<file path="config.mk">
export PLATFORM = sky130hd
export DESIGN_NAME = i2c_dport_buf
export DESIGN_NICKNAME = d
export VERILOG_FILES = /design/src/rtl/dpb_pkg.sv /design/src/rtl/dpb_lanes.sv /design/src/rtl/dpb_flags.sv /design/src/rtl/i2c_dport_buf.sv
export SDC_FILE = /design/constraint.sdc
export NUM_CORES = 1
export LEC_CHECK = 0
export ABC_AREA = 1
export BUFFER_PORTS_ARGS = -buffer_cell sky130_fd_sc_hd__buf_2
export CAP_MARGIN = 5
export CORE_UTILIZATION = 60
export DETAILED_ROUTE_END_ITERATION = 16
export PLACE_DENSITY = 0.94
export SYNTH_ARGS = -nofsm -noshare
export SYNTH_HDL_FRONTEND = slang
export SYNTH_SLANG_ARGS = --single-unit
</file>
<file path="constraint.sdc">
create_clock -name clk -period 4.7 [get_ports clk]
set_clock_uncertainty 0.15 [all_clocks]
set_input_delay 0.235 -clock clk [delete_from_list [all_inputs] [get_ports clk]]
set_output_delay 0.235 -clock clk [all_outputs]
set_load 0.03 [all_outputs]
</file>
<file path="src/rtl/dpb_pkg.sv">
package dpb_pkg;

    localparam int BYTE_W = 8;
    localparam int HALF_W = 16;

    typedef logic [BYTE_W-1:0] byte_t;
    typedef logic [HALF_W-1:0] half_t;

    typedef enum logic [1:0] {
        OP_IDLE = 2'd0,
        OP_RD   = 2'd1,
        OP_WR16 = 2'd2,
        OP_WR8  = 2'd3
    } host_op_e;

    typedef struct packed {
        logic clr_rrdy;
        logic clr_rovr;
        logic set_ardy;
        logic clr_mst;
        logic set_sbd;
        logic clr_xudf;
        logic clr_xrdy;
        logic kick;
    } flag_pulse_t;

    // read wins over write; width qualifier only matters for writes
    function automatic host_op_e decode_op(input logic rd, input logic wr, input logic wr_byte);
        if (rd)
            return OP_RD;
        else if (wr)
            return wr_byte ? OP_WR8 : OP_WR16;
        else
            return OP_IDLE;
    endfunction

    // returns {lane1, lane0} for a 16-bit host write
    function automatic half_t pack_write(input half_t v, input logic order);
        return order ? v : {v[BYTE_W-1:0], v[HALF_W-1:BYTE_W]};
    endfunction

    // returns the 16-bit read value from the two lowest lanes
    function automatic half_t format_read(input byte_t l0, input byte_t l1,
                                          input logic two, input logic one,
                                          input logic order);
        if (two)
            return order ? {l0, l1} : {l1, l0};
        else if (one)
            return order ? {l0, byte_t'(0)} : {byte_t'(0), l0};
        else
            return half_t'(0);
    endfunction

endpackage

</file>
<file path="src/rtl/dpb_lanes.sv">
module dpb_lanes
    import dpb_pkg::*;
#(
    parameter int DEPTH = 4,
    parameter int CNT_W = $clog2(DEPTH + 1)
) (
    input  logic             clk,
    input  logic             rst,
    input  host_op_e         op,
    input  half_t            wpacked,
    input  byte_t            wbyte,
    input  logic             tx_pop,
    input  logic             rx_push,
    input  byte_t            rx_byte,
    output byte_t            tx_byte,
    output byte_t            lane0,
    output byte_t            lane1,
    output logic [CNT_W-1:0] tx_cnt,
    output logic [CNT_W-1:0] rx_cnt
);

    localparam int BUF_W = DEPTH * BYTE_W;
    localparam logic [CNT_W-1:0] FULL  = CNT_W'(DEPTH);
    localparam logic [CNT_W-1:0] LIM16 = CNT_W'(DEPTH - 2);
    localparam logic [CNT_W-1:0] ONE   = CNT_W'(1);
    localparam logic [CNT_W-1:0] TWO   = CNT_W'(2);
    localparam logic [CNT_W-1:0] ZERO  = '0;

    logic [BUF_W-1:0] buf_q;
    logic [CNT_W-1:0] tx_q, rx_q;
    logic             seq_ok;

    assign seq_ok = (op == OP_IDLE);

    always_ff @(posedge clk) begin
        if (rst) begin
            buf_q <= '0;
            tx_q  <= '0;
            rx_q  <= '0;
        end else begin
            case (op)
                OP_WR16: begin
                    if (tx_q <= LIM16) begin
                        buf_q <= {buf_q[BUF_W-HALF_W-1:0], wpacked};
                        tx_q  <= tx_q + TWO;
                    end
                end
                OP_WR8: begin
                    if (tx_q < FULL) begin
                        buf_q <= {buf_q[BUF_W-BYTE_W-1:0], wbyte};
                        tx_q  <= tx_q + ONE;
                    end
                end
                OP_RD: begin
                    if (rx_q >= TWO) begin
                        buf_q <= buf_q >> HALF_W;
                        rx_q  <= rx_q - TWO;
                    end else if (rx_q == ONE) begin
                        buf_q <= buf_q >> BYTE_W;
                        rx_q  <= ZERO;
                    end
                end
                default: begin
                    if (tx_pop && tx_q != ZERO)
                        tx_q <= tx_q - ONE;
                    if (rx_push && rx_q != FULL) begin
                        for (int i = 0; i < DEPTH; i++) begin
                            if (CNT_W'(i) == rx_q)
                                buf_q[i*BYTE_W +: BYTE_W] <= rx_byte;
                        end
                        rx_q <= rx_q + ONE;
                    end
                end
            endcase
        end
    end

    // next transmit byte: lane tx_q-1
    always_comb begin
        tx_byte = '0;
        for (int i = 0; i < DEPTH; i++) begin
            if (CNT_W'(i + 1) == tx_q)
                tx_byte = buf_q[i*BYTE_W +: BYTE_W];
        end
    end

    assign lane0  = buf_q[0 +: BYTE_W];
    assign lane1  = buf_q[BYTE_W +: BYTE_W];
    assign tx_cnt = tx_q;
    assign rx_cnt = rx_q;


    wr16_full_ignored_chk: assert property (@(posedge clk) disable iff (rst)
        (op == OP_WR16 && tx_q > LIM16) |=> $stable(tx_q) && $stable(buf_q));


    pop_step_chk: assert property (@(posedge clk) disable iff (rst)
        (seq_ok && tx_pop && tx_q != ZERO) |=> (tx_q == $past(tx_q) - ONE));


    rx_bound_chk: assert property (@(posedge clk) disable iff (rst)
        (rx_q <= FULL) && (tx_q <= FULL));


    host_beats_seq_chk: assert property (@(posedge clk) disable iff (rst)
        (op == OP_RD && rx_q == ZERO && rx_push) |=> (rx_q == ZERO));

endmodule

</file>
<file path="src/rtl/dpb_flags.sv">
module dpb_flags
    import dpb_pkg::*;
#(
    parameter int CNT_W = 3
) (
    input  logic             clk,
    input  logic             rst,
    input  host_op_e         op,
    input  logic             byte_order,
    input  logic             master_mode,
    input  logic             recv_mode,
    input  byte_t            lane0,
    input  byte_t            lane1,
    input  logic [CNT_W-1:0] rx_cnt,
    output half_t            rdata,
    output flag_pulse_t      pulses
);

    localparam logic [CNT_W-1:0] ONE = CNT_W'(1);
    localparam logic [CNT_W-1:0] TWO = CNT_W'(2);

    half_t       rdata_q;
    flag_pulse_t pulse_q, pulse_d;
    logic        is_rd, is_wr;

    assign is_rd = (op == OP_RD);
    assign is_wr = (op == OP_WR16) || (op == OP_WR8);

    always_comb begin
        pulse_d          = '0;
        pulse_d.clr_rrdy = is_rd;
        pulse_d.clr_rovr = is_rd;
        pulse_d.set_ardy = is_rd && master_mode && recv_mode;
        pulse_d.clr_mst  = is_rd && master_mode && recv_mode;
        pulse_d.set_sbd  = is_rd && (rx_cnt == ONE);
        pulse_d.clr_xudf = is_wr;
        pulse_d.clr_xrdy = is_wr;
        pulse_d.kick     = is_rd || is_wr;
    end

    always_ff @(posedge clk) begin
        if (rst) begin
            rdata_q <= '0;
            pulse_q <= '0;
        end else begin
            pulse_q <= pulse_d;
            if (is_rd)
                rdata_q <= format_read(lane0, lane1, rx_cnt >= TWO,
                                       rx_cnt == ONE, byte_order);
        end
    end

    assign rdata  = rdata_q;
    assign pulses = pulse_q;


    kick_after_access_chk: assert property (@(posedge clk) disable iff (rst)
        (op != OP_IDLE) |=> pulse_q.kick);


    kick_single_chk: assert property (@(posedge clk) disable iff (rst)
        (op == OP_IDLE) |=> !pulse_q.kick);


    read_clears_chk: assert property (@(posedge clk) disable iff (rst)
        is_rd |=> (pulse_q.clr_rrdy && pulse_q.clr_rovr && !pulse_q.clr_xrdy));


    write_clears_chk: assert property (@(posedge clk) disable iff (rst)
        is_wr |=> (pulse_q.clr_xudf && pulse_q.clr_xrdy && !pulse_q.clr_rrdy));


    sbd_only_single_chk: assert property (@(posedge clk) disable iff (rst)
        (is_rd && rx_cnt != ONE) |=> !pulse_q.set_sbd);

endmodule

</file>
<file path="src/rtl/i2c_dport_buf.sv">
module i2c_dport_buf
    import dpb_pkg::*;
#(
    parameter int DEPTH = 4,
    parameter int CNT_W = $clog2(DEPTH + 1)
) (
    input  logic             clk,
    input  logic             rst,
    input  logic             byte_order,
    input  logic             master_mode,
    input  logic             recv_mode,
    input  logic             host_rd,
    input  logic             host_wr,
    input  logic             host_wr_byte,
    input  logic [15:0]      host_wdata,
    output logic [15:0]      host_rdata,
    input  logic             tx_pop,
    output logic [7:0]       tx_byte,
    output logic [CNT_W-1:0] tx_count,
    input  logic             rx_push,
    input  logic [7:0]       rx_byte,
    output logic [CNT_W-1:0] rx_count,
    output logic             clr_rrdy,
    output logic             clr_rovr,
    output logic             set_ardy,
    output logic             clr_mst,
    output logic             set_sbd,
    output logic             clr_xudf,
    output logic             clr_xrdy,
    output logic             kick
);

    host_op_e    op;
    half_t       wpacked;
    byte_t       lane0, lane1;
    flag_pulse_t pulses;

    assign op      = decode_op(host_rd, host_wr, host_wr_byte);
    assign wpacked = pack_write(host_wdata, byte_order);

    dpb_lanes #(.DEPTH(DEPTH), .CNT_W(CNT_W)) u_lanes (
        .clk     (clk),
        .rst     (rst),
        .op      (op),
        .wpacked (wpacked),
        .wbyte   (host_wdata[7:0]),
        .tx_pop  (tx_pop),
        .rx_push (rx_push),
        .rx_byte (rx_byte),
        .tx_byte (tx_byte),
        .lane0   (lane0),
        .lane1   (lane1),
        .tx_cnt  (tx_count),
        .rx_cnt  (rx_count)
    );

    dpb_flags #(.CNT_W(CNT_W)) u_flags (
        .clk         (clk),
        .rst         (rst),
        .op          (op),
        .byte_order  (byte_order),
        .master_mode (master_mode),
        .recv_mode   (recv_mode),
        .lane0       (lane0),
        .lane1       (lane1),
        .rx_cnt      (rx_count),
        .rdata       (host_rdata),
        .pulses      (pulses)
    );

    assign clr_rrdy = pulses.clr_rrdy;
    assign clr_rovr = pulses.clr_rovr;
    assign set_ardy = pulses.set_ardy;
    assign clr_mst  = pulses.clr_mst;
    assign set_sbd  = pulses.set_sbd;
    assign clr_xudf = pulses.clr_xudf;
    assign clr_xrdy = pulses.clr_xrdy;
    assign kick     = pulses.kick;


    sbd_on_single_chk: assert property (@(posedge clk) disable iff (rst)
        (host_rd && rx_count == CNT_W'(1)) |=> (set_sbd && rx_count == '0));


    master_rx_read_chk: assert property (@(posedge clk) disable iff (rst)
        (host_rd && master_mode && recv_mode) |=> (set_ardy && clr_mst));

endmodule

</file>
[Word level (Yosys, flattened, before mapping)]
Index checks and enable logic that the tools add are counted.
W data, S select, Z words.
Operators by class
  bitwise gates (word level): 2
  order comparisons: 3
  reductions and logical operators: 23
  mux-type cells: 30
  $add $sub $neg: 5
  eq/ne operators: 15
Operator list (number)
  $mux W32: 5
  $pmux W32 S3: 1
  $mux W16: 5
  $mux W8: 8
  $reduce_and A5 Y1: 4
  $reduce_bool A4 Y1: 5
  $mux W3: 6
  $eq A2 B3 Y1 const A: 4
  $pmux W3 S3: 1
  $add A3 B1 Y3 const B: 2
  $eq A1 B3 Y1 const A: 2
  $ne A3 B3 Y1 const B: 2
  $pmux W3 S2: 1
  $reduce_bool A3 Y1: 2
  $logic_and A1 B1 Y1: 5
  $eq A2 B2 Y1 const B: 2
  $mux W2: 2
  $ne A2 B2 Y1 const B: 2
  $reduce_and A4 Y1: 1
  $add A3 B2 Y3 const B: 1
  $eq A3 B1 Y1 const B: 1
  $eq A3 B3 Y1 const A: 1
  $ge A3 B2 Y1 const B: 1
  $le A3 B2 Y1 const B: 1
  other kinds (11): 13
Word-level totals
  word-level logic and storage cells: 90
  bits of input ports: 34
  register bits after elaboration: 59
  output and inout port bits: 38

[Longest topological paths before layout]
Gate-level depths: netlist of the first run.
  word-level depth: 7
  mapped depth: 14

[Cells and area by module]
A second synthesis of the first run with hierarchy kept.
Second synthesis, totals
  cells, all modules: 845
  area total of the unflattened synthesis: 4962.3 sq um
By module, submodules not included
  dpb_lanes: sequential area each 760.7 sq um, area each 3629.7 sq um, cells an instance 630, times used 1
  dpb_flags: sequential area each 420.4 sq um, area each 1029.7 sq um, cells an instance 158, times used 1
  i2c_dport_buf: sequential area each 0.0 sq um, area each 302.8 sq um, cells an instance 57, times used 1

[Worst setup path before layout of the first run]
No wires, ideal clock.
  kind: reg2out
  start point: reg u_lanes.tx_q[2], in the netlist u_lanes.tx_cnt[2]
  end point: out tx_byte[0]
  buffers on the path: 1
  slack: 2.411 ns
  cell stages (with the launch flop): 7
  arrival time: 1.904 ns
  cells stage by stage: dfxtp_1 > inv_2 > ha_1 > nand2_2 > buf_1 > a31oi_1 > o22ai_1
Between the ends
  cells in the longest elaborated chain, start to end: 5
  elaborated cells between the ends (all ways): 8
  classes of those cells: eq/ne: 4; mux: 4
Ends and longest elaborated chain
  start, declared: line dpb_lanes.sv:30  | logic [CNT_W-1:0] tx_q, rx_q;
  start signal, assigned: line dpb_lanes.sv:45  | tx_q <= tx_q + TWO;
  start signal, assigned: line dpb_lanes.sv:51  | tx_q <= tx_q + ONE;
  start signal, assigned: line dpb_lanes.sv:65  | tx_q <= tx_q - ONE;
  $eq A1 B3 Y1: line dpb_lanes.sv:82  | if (CNT_W'(i + 1) == tx_q)
  $mux W8 (3 in a row): line dpb_lanes.sv:82
  $mux W8 (*): line dpb_lanes.sv:82
  end, declared: line i2c_dport_buf.sv:18  | output logic [7:0] tx_byte,
Every way passes the cells marked *; elsewhere a longest branch is shown, timed or not.

[Worst setup path in the final report of the first run]
  start point: in host_wr
  end point: reg u_flags.rdata_q[11], in the netlist u_flags.rdata[11]
Between the ends
  cells in the longest elaborated chain, start to end: 3
Ends and longest elaborated chain
  start, declared: line i2c_dport_buf.sv:13  | input logic host_wr,
  $mux W2: line dpb_pkg.sv:31  | else if (wr)
  $mux W2: line dpb_pkg.sv:29  | if (rd)
  $eq A2 B1 Y1: line dpb_flags.sv:26  | assign is_rd = (op == OP_RD);
  named net u_flags.is_rd: line dpb_flags.sv:24  | logic is_rd, is_wr;
  end signal, assigned: line dpb_flags.sv:48  | rdata_q <= format_read(lane0, lane1, rx_cnt >= TWO,
  end, declared: line dpb_flags.sv:22  | half_t rdata_q;
The timed path passes the listed nets, and every way through them passes these cells.
A chain may end at the register's enable or synchronous reset.

==> run summary, run 1 <==
The run finished with clean final reports. The flip-flop and latch count after synthesis was 59. The worst-case IR drop observed on VDD is 201 uV. The tools report the floorplan row count as 30.

The logs give 0.178 for the remaining max-slew budget at the tightest pin and 4943 for the via count. Summed over all cells, the static leakage comes to 2.47 nW. Measured along the y axis, the die boundary spans 87.3 um. Counting along the longest clock path gives a buffer depth of 2. The tools report the initial standard-cell utilization of the core as 0.632.

The path class of the tightest hold or removal check is in -> reg. Max-cap violations in this run came to 0. Dividing the detail-routed via count by the number of cells gives 5.61.

The share of layout cells above drive strength 1 was 0.138. Yosys printed 0 warnings. In this run the tool buffered the top-level ports with 71 buffer cells. Number of nets with antenna violations after detailed routing: 0. The width of the die is 87.3 um. Grouping stages by cell kind, the critical path spends the most delay in adder cells. Together, buffers and inverters on the worst path number 4. Post-CTS timing repair inserted 0 buffers for setup. The buffer cell driving the clock tree root was sky130_fd_sc_hd__clkbuf_8. The largest area contributor in the synthesized netlist was sky130_fd_sc_hd__dfxtp_1. The power density over the cells is 343 mW/mm^2. The area share of the largest cell type after synthesis was 0.271; the gate count after technology mapping was 733. Final-report setup violation count: 0. After floorplanning, the core was sized to cover 0.00691 sq mm. The slack of the worst reg-to-reg path was 2.19 ns; the actual slew at the worst max-slew pin was 1.23 ns. At the end of routability-driven placement, the weighted congestion stood at 0.983. After detailed routing, the average wire length per cell comes to 14.4 um. Initial antenna violation count: 0. TritonCTS built the clock tree.

The total routing resource utilization after global routing came out at 0.346. For this run, design rule violations remaining after detail routing come to 0. Detailed placement finished with a half-perimeter wire length of 9.04 mm. The signal on the critical path passes through buf_2, inv_1, nor2_1, inv_1, ha_1, inv_2, a21oi_2, o211ai_1, a21oi_1.

The logs give 0 for the total count of hold-check failures in the final report and 59 for the number of sinks driven by the clock tree. Compared with the post-synthesis result, the final layout area differs by 11.9%. 72 I/O pins were placed. Data on the critical path is required at its endpoint by 4.82 ns.

For the length of the first detailed-routing pass in iterations, the log shows 6. The number of nets in the layout was 832; the fraction of the yosys area taken by sequential cells was 0.271. The top cell types in the final layout, fill and taps aside, are sky130_fd_sc_hd__nand2_1, sky130_fd_sc_hd__nor2_1, sky130_fd_sc_hd__inv_1. Summing internal, switching and leakage power gives 1.68 mW.

Yosys attributes the largest share of cell area to sky130_fd_sc_hd__dfxtp_1, sky130_fd_sc_hd__nand2_1, sky130_fd_sc_hd__nor2_1. The final critical path time including I/O delays and setup is 3.03 ns. Global-route wire length before repair: 20.7 mm.

The final sum of negative setup slack came out at 0 ns. The clock buffer count from CTS is 9, and the arrival time at the worst endpoint is 3.16 ns. Static timing analysis puts the maximum clock frequency at 330 MHz. For this block, the routed nets add up to 12.7 mm of wire. The library cell used most frequently in the layout, excluding fill and tap cells, is sky130_fd_sc_hd__nand2_1.

DRC violation total after the first TritonRoute iteration: 572. The number of different library cells used by synthesis comes to 31. The post-route fraction of the period consumed by the critical path works out to 0.646. The run gives 4455 as the via count of the first global-routing pass. Clock latency on the worst-skew pair, taken at its later pin, is 0.35 ns. The longest individual stage delay on the worst path came out at 1.01 ns. The synthesized area per cell was 5.96 sq um. Worst setup path category: in -> reg.

Cell with the most instances on the worst path: sky130_fd_sc_hd__inv_1. Net count of the mapped netlist: 785. The maximum net fanout on the critical path is 29.

STA classifies the critical path endpoint as a register. The maximum number of pins on one net before global-route repair was 43. The synthesized netlist occupies a cell area of 0.00437 sq mm.

The number of antenna diodes in the final layout is 0. For this run the aggregate overflow at the end of global routing stands at 0. After clock tree synthesis, the clock-pin slew on the worst setup and hold paths is 0.07 ns. The die area was 0.00762 sq mm. For this design, the slowest cell found on the critical path is sky130_fd_sc_hd__ha_1.

Startpoint class of the critical path: a primary input. The run gives 0 as the final number of max-transition violations. Setup repair after global routing left no endpoint under its margin. The clock tree synthesis step divided the H-tree into 3 levels.
## tightest hold or removal path, stage by stage
cell                      delay [ns]
sky130_fd_sc_hd__buf_2          0.08
sky130_fd_sc_hd__nand2_1        0.08
sky130_fd_sc_hd__nand2_1        0.08
sky130_fd_sc_hd__nor2_1         0.03
sky130_fd_sc_hd__nor2_1         0.08
## layer usage
metal | wire, um | up-vias | GRT usage
met5 | 0 | - | 0
met2 | 5630 | 304 | 0.559
met1 | 5400 | 2169 | 0.449
met4 | 305 | 0 | 0.121
li1 | - | 2425 | -
met3 | 1370 | 45 | 0.0825
## layout make-up
type,count,area [sq um]
Clock buffer,10,138
Clock inverter,6,88.8
Fill cell,632,2020
Inverter,81,304
Multi-Input combinational cell,555,2670
Sequential cell,59,1180
Tap cell,96,120
Timing Repair Buffer,74,383
## flip-flops by register name, summed over array words and instances (netlist names)
name            cells
u_flags.pulses      5
u_flags.rdata      16
u_lanes.buf_q      32
u_lanes.rx_cnt      3
u_lanes.tx_cnt      3
## metrics by stage
stage	setup WS [ns]	instance area, sq um	utilization	cells	hold slack, ns
2_1_floorplan	2.41	4370	-	733	0.162
3_3_place_gp	1.60	4640	0.672	863	0.300
3_5_place_dp	1.40	4640	0.672	863	0.306
4_1_cts	1.75	4890	0.707	881	0.118
5_1_grt	1.40	4890	0.707	881	0.126
6_report	1.67	4890	0.707	881	0.123
## power breakdown
| group | internal, mW | leakage [nW] | switching [mW] | total, mW |
|---|---|---|---|---|
| Combinational | 0.165 | 1.88 | 0.357 | 0.522 |
| Clock | 0.313 | 0.108 | 0.224 | 0.537 |
| Sequential | 0.556 | 0.484 | 0.0604 | 0.616 |
## worst paths after layout
path | from | to | cells after the start
worst max-delay path | host_wr | u_flags.rdata[11] | 9
worst min-delay path | rx_byte[6] | u_lanes.buf_q[14] | 5
worst max register to register | u_lanes.rx_cnt[1] | u_lanes.buf_q[23] | 7
worst min register to register | u_flags.rdata[15] | u_flags.rdata[15] | 2
## repair_timing
action / in CTS / in global routing
resized for setup: 0 / 0
endpoints found under the hold margin: 1 / 0
hold buffers: 2 / 0
setup endpoints to repair: 0 / 0
## logic make-up (layout without fill, tap and decap cells)
kind of cell	Yosys count	after routing	share of synthesized area
AO/OA/AOI/OAI	146	146	0.190
AND/OR/NAND/NOR	390	390	0.369
adder cells (fa/ha/maj)	18	18	0.0516
buffers and inverters	119	171	0.118
XOR/XNOR	1	1	0.00201
flip-flops	59	59	0.271
## cells in the mapped netlist
| cell type | instances |
|---|---|
| sky130_fd_sc_hd__nand2_1 | 238 |
| sky130_fd_sc_hd__nor2_1 | 95 |
| sky130_fd_sc_hd__inv_1 | 76 |
| sky130_fd_sc_hd__dfxtp_1 | 59 |
| sky130_fd_sc_hd__a21oi_1 | 54 |
| sky130_fd_sc_hd__o21ai_0 | 47 |
| sky130_fd_sc_hd__nand3_1 | 39 |
| sky130_fd_sc_hd__o211ai_1 | 24 |
| sky130_fd_sc_hd__ha_1 | 18 |
| sky130_fd_sc_hd__clkbuf_1 | 15 |
| sky130_fd_sc_hd__buf_2 | 11 |
| sky130_fd_sc_hd__o21bai_1 | 8 |
| sky130_fd_sc_hd__buf_4 | 7 |
| sky130_fd_sc_hd__nand3_2 | 5 |
| sky130_fd_sc_hd__o22ai_1 | 5 |
| sky130_fd_sc_hd__a31oi_1 | 4 |
| sky130_fd_sc_hd__nand2_2 | 4 |
| sky130_fd_sc_hd__nor2_4 | 4 |
| sky130_fd_sc_hd__inv_2 | 3 |
| sky130_fd_sc_hd__buf_1 | 2 |
| sky130_fd_sc_hd__buf_6 | 2 |
| sky130_fd_sc_hd__clkinv_1 | 2 |
| sky130_fd_sc_hd__nor2_2 | 2 |
| sky130_fd_sc_hd__o21ai_1 | 2 |
| sky130_fd_sc_hd__a21oi_2 | 1 |
| sky130_fd_sc_hd__and3_1 | 1 |
| sky130_fd_sc_hd__buf_8 | 1 |
| sky130_fd_sc_hd__nor2_8 | 1 |
| sky130_fd_sc_hd__nor3_1 | 1 |
| sky130_fd_sc_hd__o31ai_1 | 1 |
| sky130_fd_sc_hd__xnor2_1 | 1 |
Power figures use the tool's default switching activity.
==> run 2: changes to the inputs <==
- CORE_UTILIZATION: 60 -> 52
- PLACE_DENSITY: 0.94 -> 0.87
- clock period: 4.7 -> 2.7 ns (I/O delays scaled with it)
==> run 2 against run 1 <==
  * Combinational power grew 72%
  * Worst hold slack worse by 0.10 ns
  * Die area grew 15%
  * Register-to-register slack worse by 1.8 ns
  * Clock power rose by 56%
  * Critical endpoint is now tx_byte[3]
==> run summary, run 2 (same netlist as run 1, synthesis figures left out) <==
Summed over all failing endpoints, the final setup total negative slack is 0 ns. The height of the chip was 93.6 um; the post-route fraction of the period consumed by the critical path was 0.915. The run gives 0 as the max-capacitance violation count.

The worst hold path terminates at u_lanes.buf_q[5]. Setup repair after global routing left no endpoint under its margin. In this run the worst hold path is classified as in -> reg. Summed over all layers, the routed wires come to 11.4 mm. Count of inserted antenna diode cells: 0. The tools report the number of buffers on the longest clock path as 2. The fmax was 405 MHz. The number of nets with antenna violations after detailed routing is 0, and the post-detailed-route DRC marker count is 0.

The library cell used most frequently in the layout, excluding fill and tap cells, is sky130_fd_sc_hd__nand2_1. The critical path goes through inv_1, ha_1, inv_1, nor2_1, nand3_1, o211ai_1, o211ai_1, o21ai_0, buf_2. The post-place instance area was 0.00472 sq mm; the initial antenna violation count was 0.

The residual overflow from global routing came out at 0. Actual slew at the worst max-slew pin: 0.610 ns. The slack of the worst reg-to-reg path was 0.37 ns; the count of buffers from port buffering was 71.

Across all setup checks in the final design, the least slack found is 0.229 ns. Clock latency on the worst-skew pair, taken at its later pin, is 0.34 ns. TritonCTS built the clock tree.

In the routed layout, each cell is associated on average with a via count of 5.20. The synthesis-to-finish area growth was 13.2%. The worst hold path begins at rx_byte[5]. The final number of max-transition violations came out at 0.

For the total count of hold-check failures in the final report, the log shows 0. The run finished with clean final reports. The final layout contains 841 nets.

In this run, the number of DRC markers left after iteration 0 of detailed routing was 512. In this run the clock root is driven by a sky130_fd_sc_hd__clkbuf_8. The first global-routing pass estimated 18.6 mm of wire. The finished cells cover 0.00494 sq mm. The maximum vdd ir drop is 318 uV, and the cell depth of the worst flop-to-flop path is 10. In the final routed layout, each cell accounts on average for 12.7 um. The core footprint is 0.00818 sq mm.

In this run the power density over the cells is 568 mW/mm^2. The maximum number of pins on one net before global-route repair was 41; the final critical path time including I/O delays and setup was 2.47 ns. Setup violations remaining at the end of the flow were counted as 0. Before CTS, the worst setup slack after placement is 0.221 ns. The first TritonRoute pass finished after 7 iterations. Broken down by cell family, the worst path's largest delay share belongs to simple AND/OR/NAND/NOR gates. The startpoint class of the critical path is a register.

The worst setup path category is reg -> out. The total routing resource utilization after global routing was 0.270; the share of layout cells above drive strength 1 was 0.146. STA puts the critical path data required time at 2.41 ns. After floorplanning, the core was divided into 33 placement rows. The final weighted congestion in routability-driven placement is 0.930.

The slowest library cell on the worst path was sky130_fd_sc_hd__nor2_1. Number of primary I/O pins: 72. The reported leakage power was 2.51 nW; the half-perimeter wire length after detailed placement was 8.20 mm. For the initial standard-cell utilization of the core, the log shows 0.534. The number of buffers and inverters on the critical path is 3. The clock transition at the registers of the reported paths came out at 0.07 ns.

The detailed router placed 4679 vias in this run. In this run the worst path has a maximum fanout of 8. The H-tree was split into 3 levels. The clock buffer count from CTS came out at 9.

The worst register-to-register path ends at u_lanes.buf_q[20]. The longest individual stage delay on the worst path is 0.41 ns, and the number of sinks driven by the clock tree is 59. The worst hold path passes through 5 cells. The library cells used most frequently in the layout, excluding fill and tap cells, are sky130_fd_sc_hd__nand2_1, sky130_fd_sc_hd__nor2_1, sky130_fd_sc_hd__inv_1.

After clock tree synthesis, the repair step resized 0 gates. The die covers 0.00877 sq mm. Ranked by flip-flop count, first place goes to u_lanes.buf_q. The via count of the first global-routing pass is 3897.

The beginning of the worst register-to-register path was u_lanes.rx_cnt[1]. At the worst endpoint, the arrival time is 2.19 ns. Remaining max-slew budget at the tightest pin: 0.593. The tools report the type of destination of the critical path as an output pin.

From left edge to right edge, the die measures 93.6 um. Flip-flop count of the largest register, all copies and words added: 32.
[run 2: cell types whose count changed in the layout (fill, tap and decap cells not counted)]
cell                         delta
sky130_fd_sc_hd__clkinvlp_4     -2
sky130_fd_sc_hd__clkbuf_1       +1
sky130_fd_sc_hd__clkinv_2       +1
sky130_fd_sc_hd__bufinv_16      -1
sky130_fd_sc_hd__clkbuf_8       +1
sky130_fd_sc_hd__buf_4          +9
[run 2: how the worst max path moves through the flow]
stage | from | end | slack (ns) | depth (start not counted)
floorplan | u_lanes.tx_cnt[2] | tx_byte[0] | 0.51 | 6
global placement | host_rd | u_lanes.buf_q[23] | 0.35 | 12
detailed placement | host_rd | u_lanes.buf_q[21] | 0.22 | 12
CTS | u_lanes.tx_cnt[1] | tx_byte[3] | 0.24 | 9
global route | u_lanes.tx_cnt[1] | tx_byte[3] | 0.05 | 9
finish | u_lanes.tx_cnt[1] | tx_byte[3] | 0.23 | 9
[run 2: stage by stage]
stage                util  hold WS (ns)  instances  total power [mW]
floorplan               -        0.0618        733              1.76
global placement    0.577         0.235        881              1.95
detailed placement  0.577         0.238        881              1.96
CTS                 0.605       0.00231        899              2.79
global route        0.605        0.0385        899              2.98
finish              0.605        0.0218        899              2.81
[run 2: report_power, final]
part,internal [mW],switching [mW],leakage (nW),total [mW]
combinational,0.295,0.605,1.92,0.900
sequential,0.968,0.0990,0.484,1.07
clock,0.475,0.363,0.106,0.838
total,1.74,1.07,2.51,2.81
[run 2: per-layer routing]
| layer | vias to the layer above | wire length, um | global-route usage |
|---|---|---|---|
| met5 | - | 0 | 0 |
| met4 | 0 | 189 | 0.0885 |
| met3 | 23 | 927 | 0.0537 |
| met2 | 213 | 4890 | 0.421 |
| met1 | 2005 | 5430 | 0.370 |
| li1 | 2438 | - | - |
[run 2: repair_timing]
item	in CTS	in global routing
endpoints found under the hold margin	1	0
setup buffers	0	0
hold buffers	2	0
endpoints found under the setup margin	0	0
[run 2: layout make-up]
type | count | area [sq um]
fill | 785 | 3230
multi-input combinational | 555 | 2670
sequential | 59 | 1180
timing repair buffer | 83 | 450
inverter | 81 | 304
clock buffer | 12 | 155
tap | 105 | 131
clock inverter | 4 | 48.8
[run 2: worst min-delay path, stage by stage]
cell and delay [ns]:
sky130_fd_sc_hd__buf_2 0.07, sky130_fd_sc_hd__nand2_1 0.08, sky130_fd_sc_hd__nand2_1 0.08, sky130_fd_sc_hd__nor2_1 0.04
sky130_fd_sc_hd__nor2_1 0.07
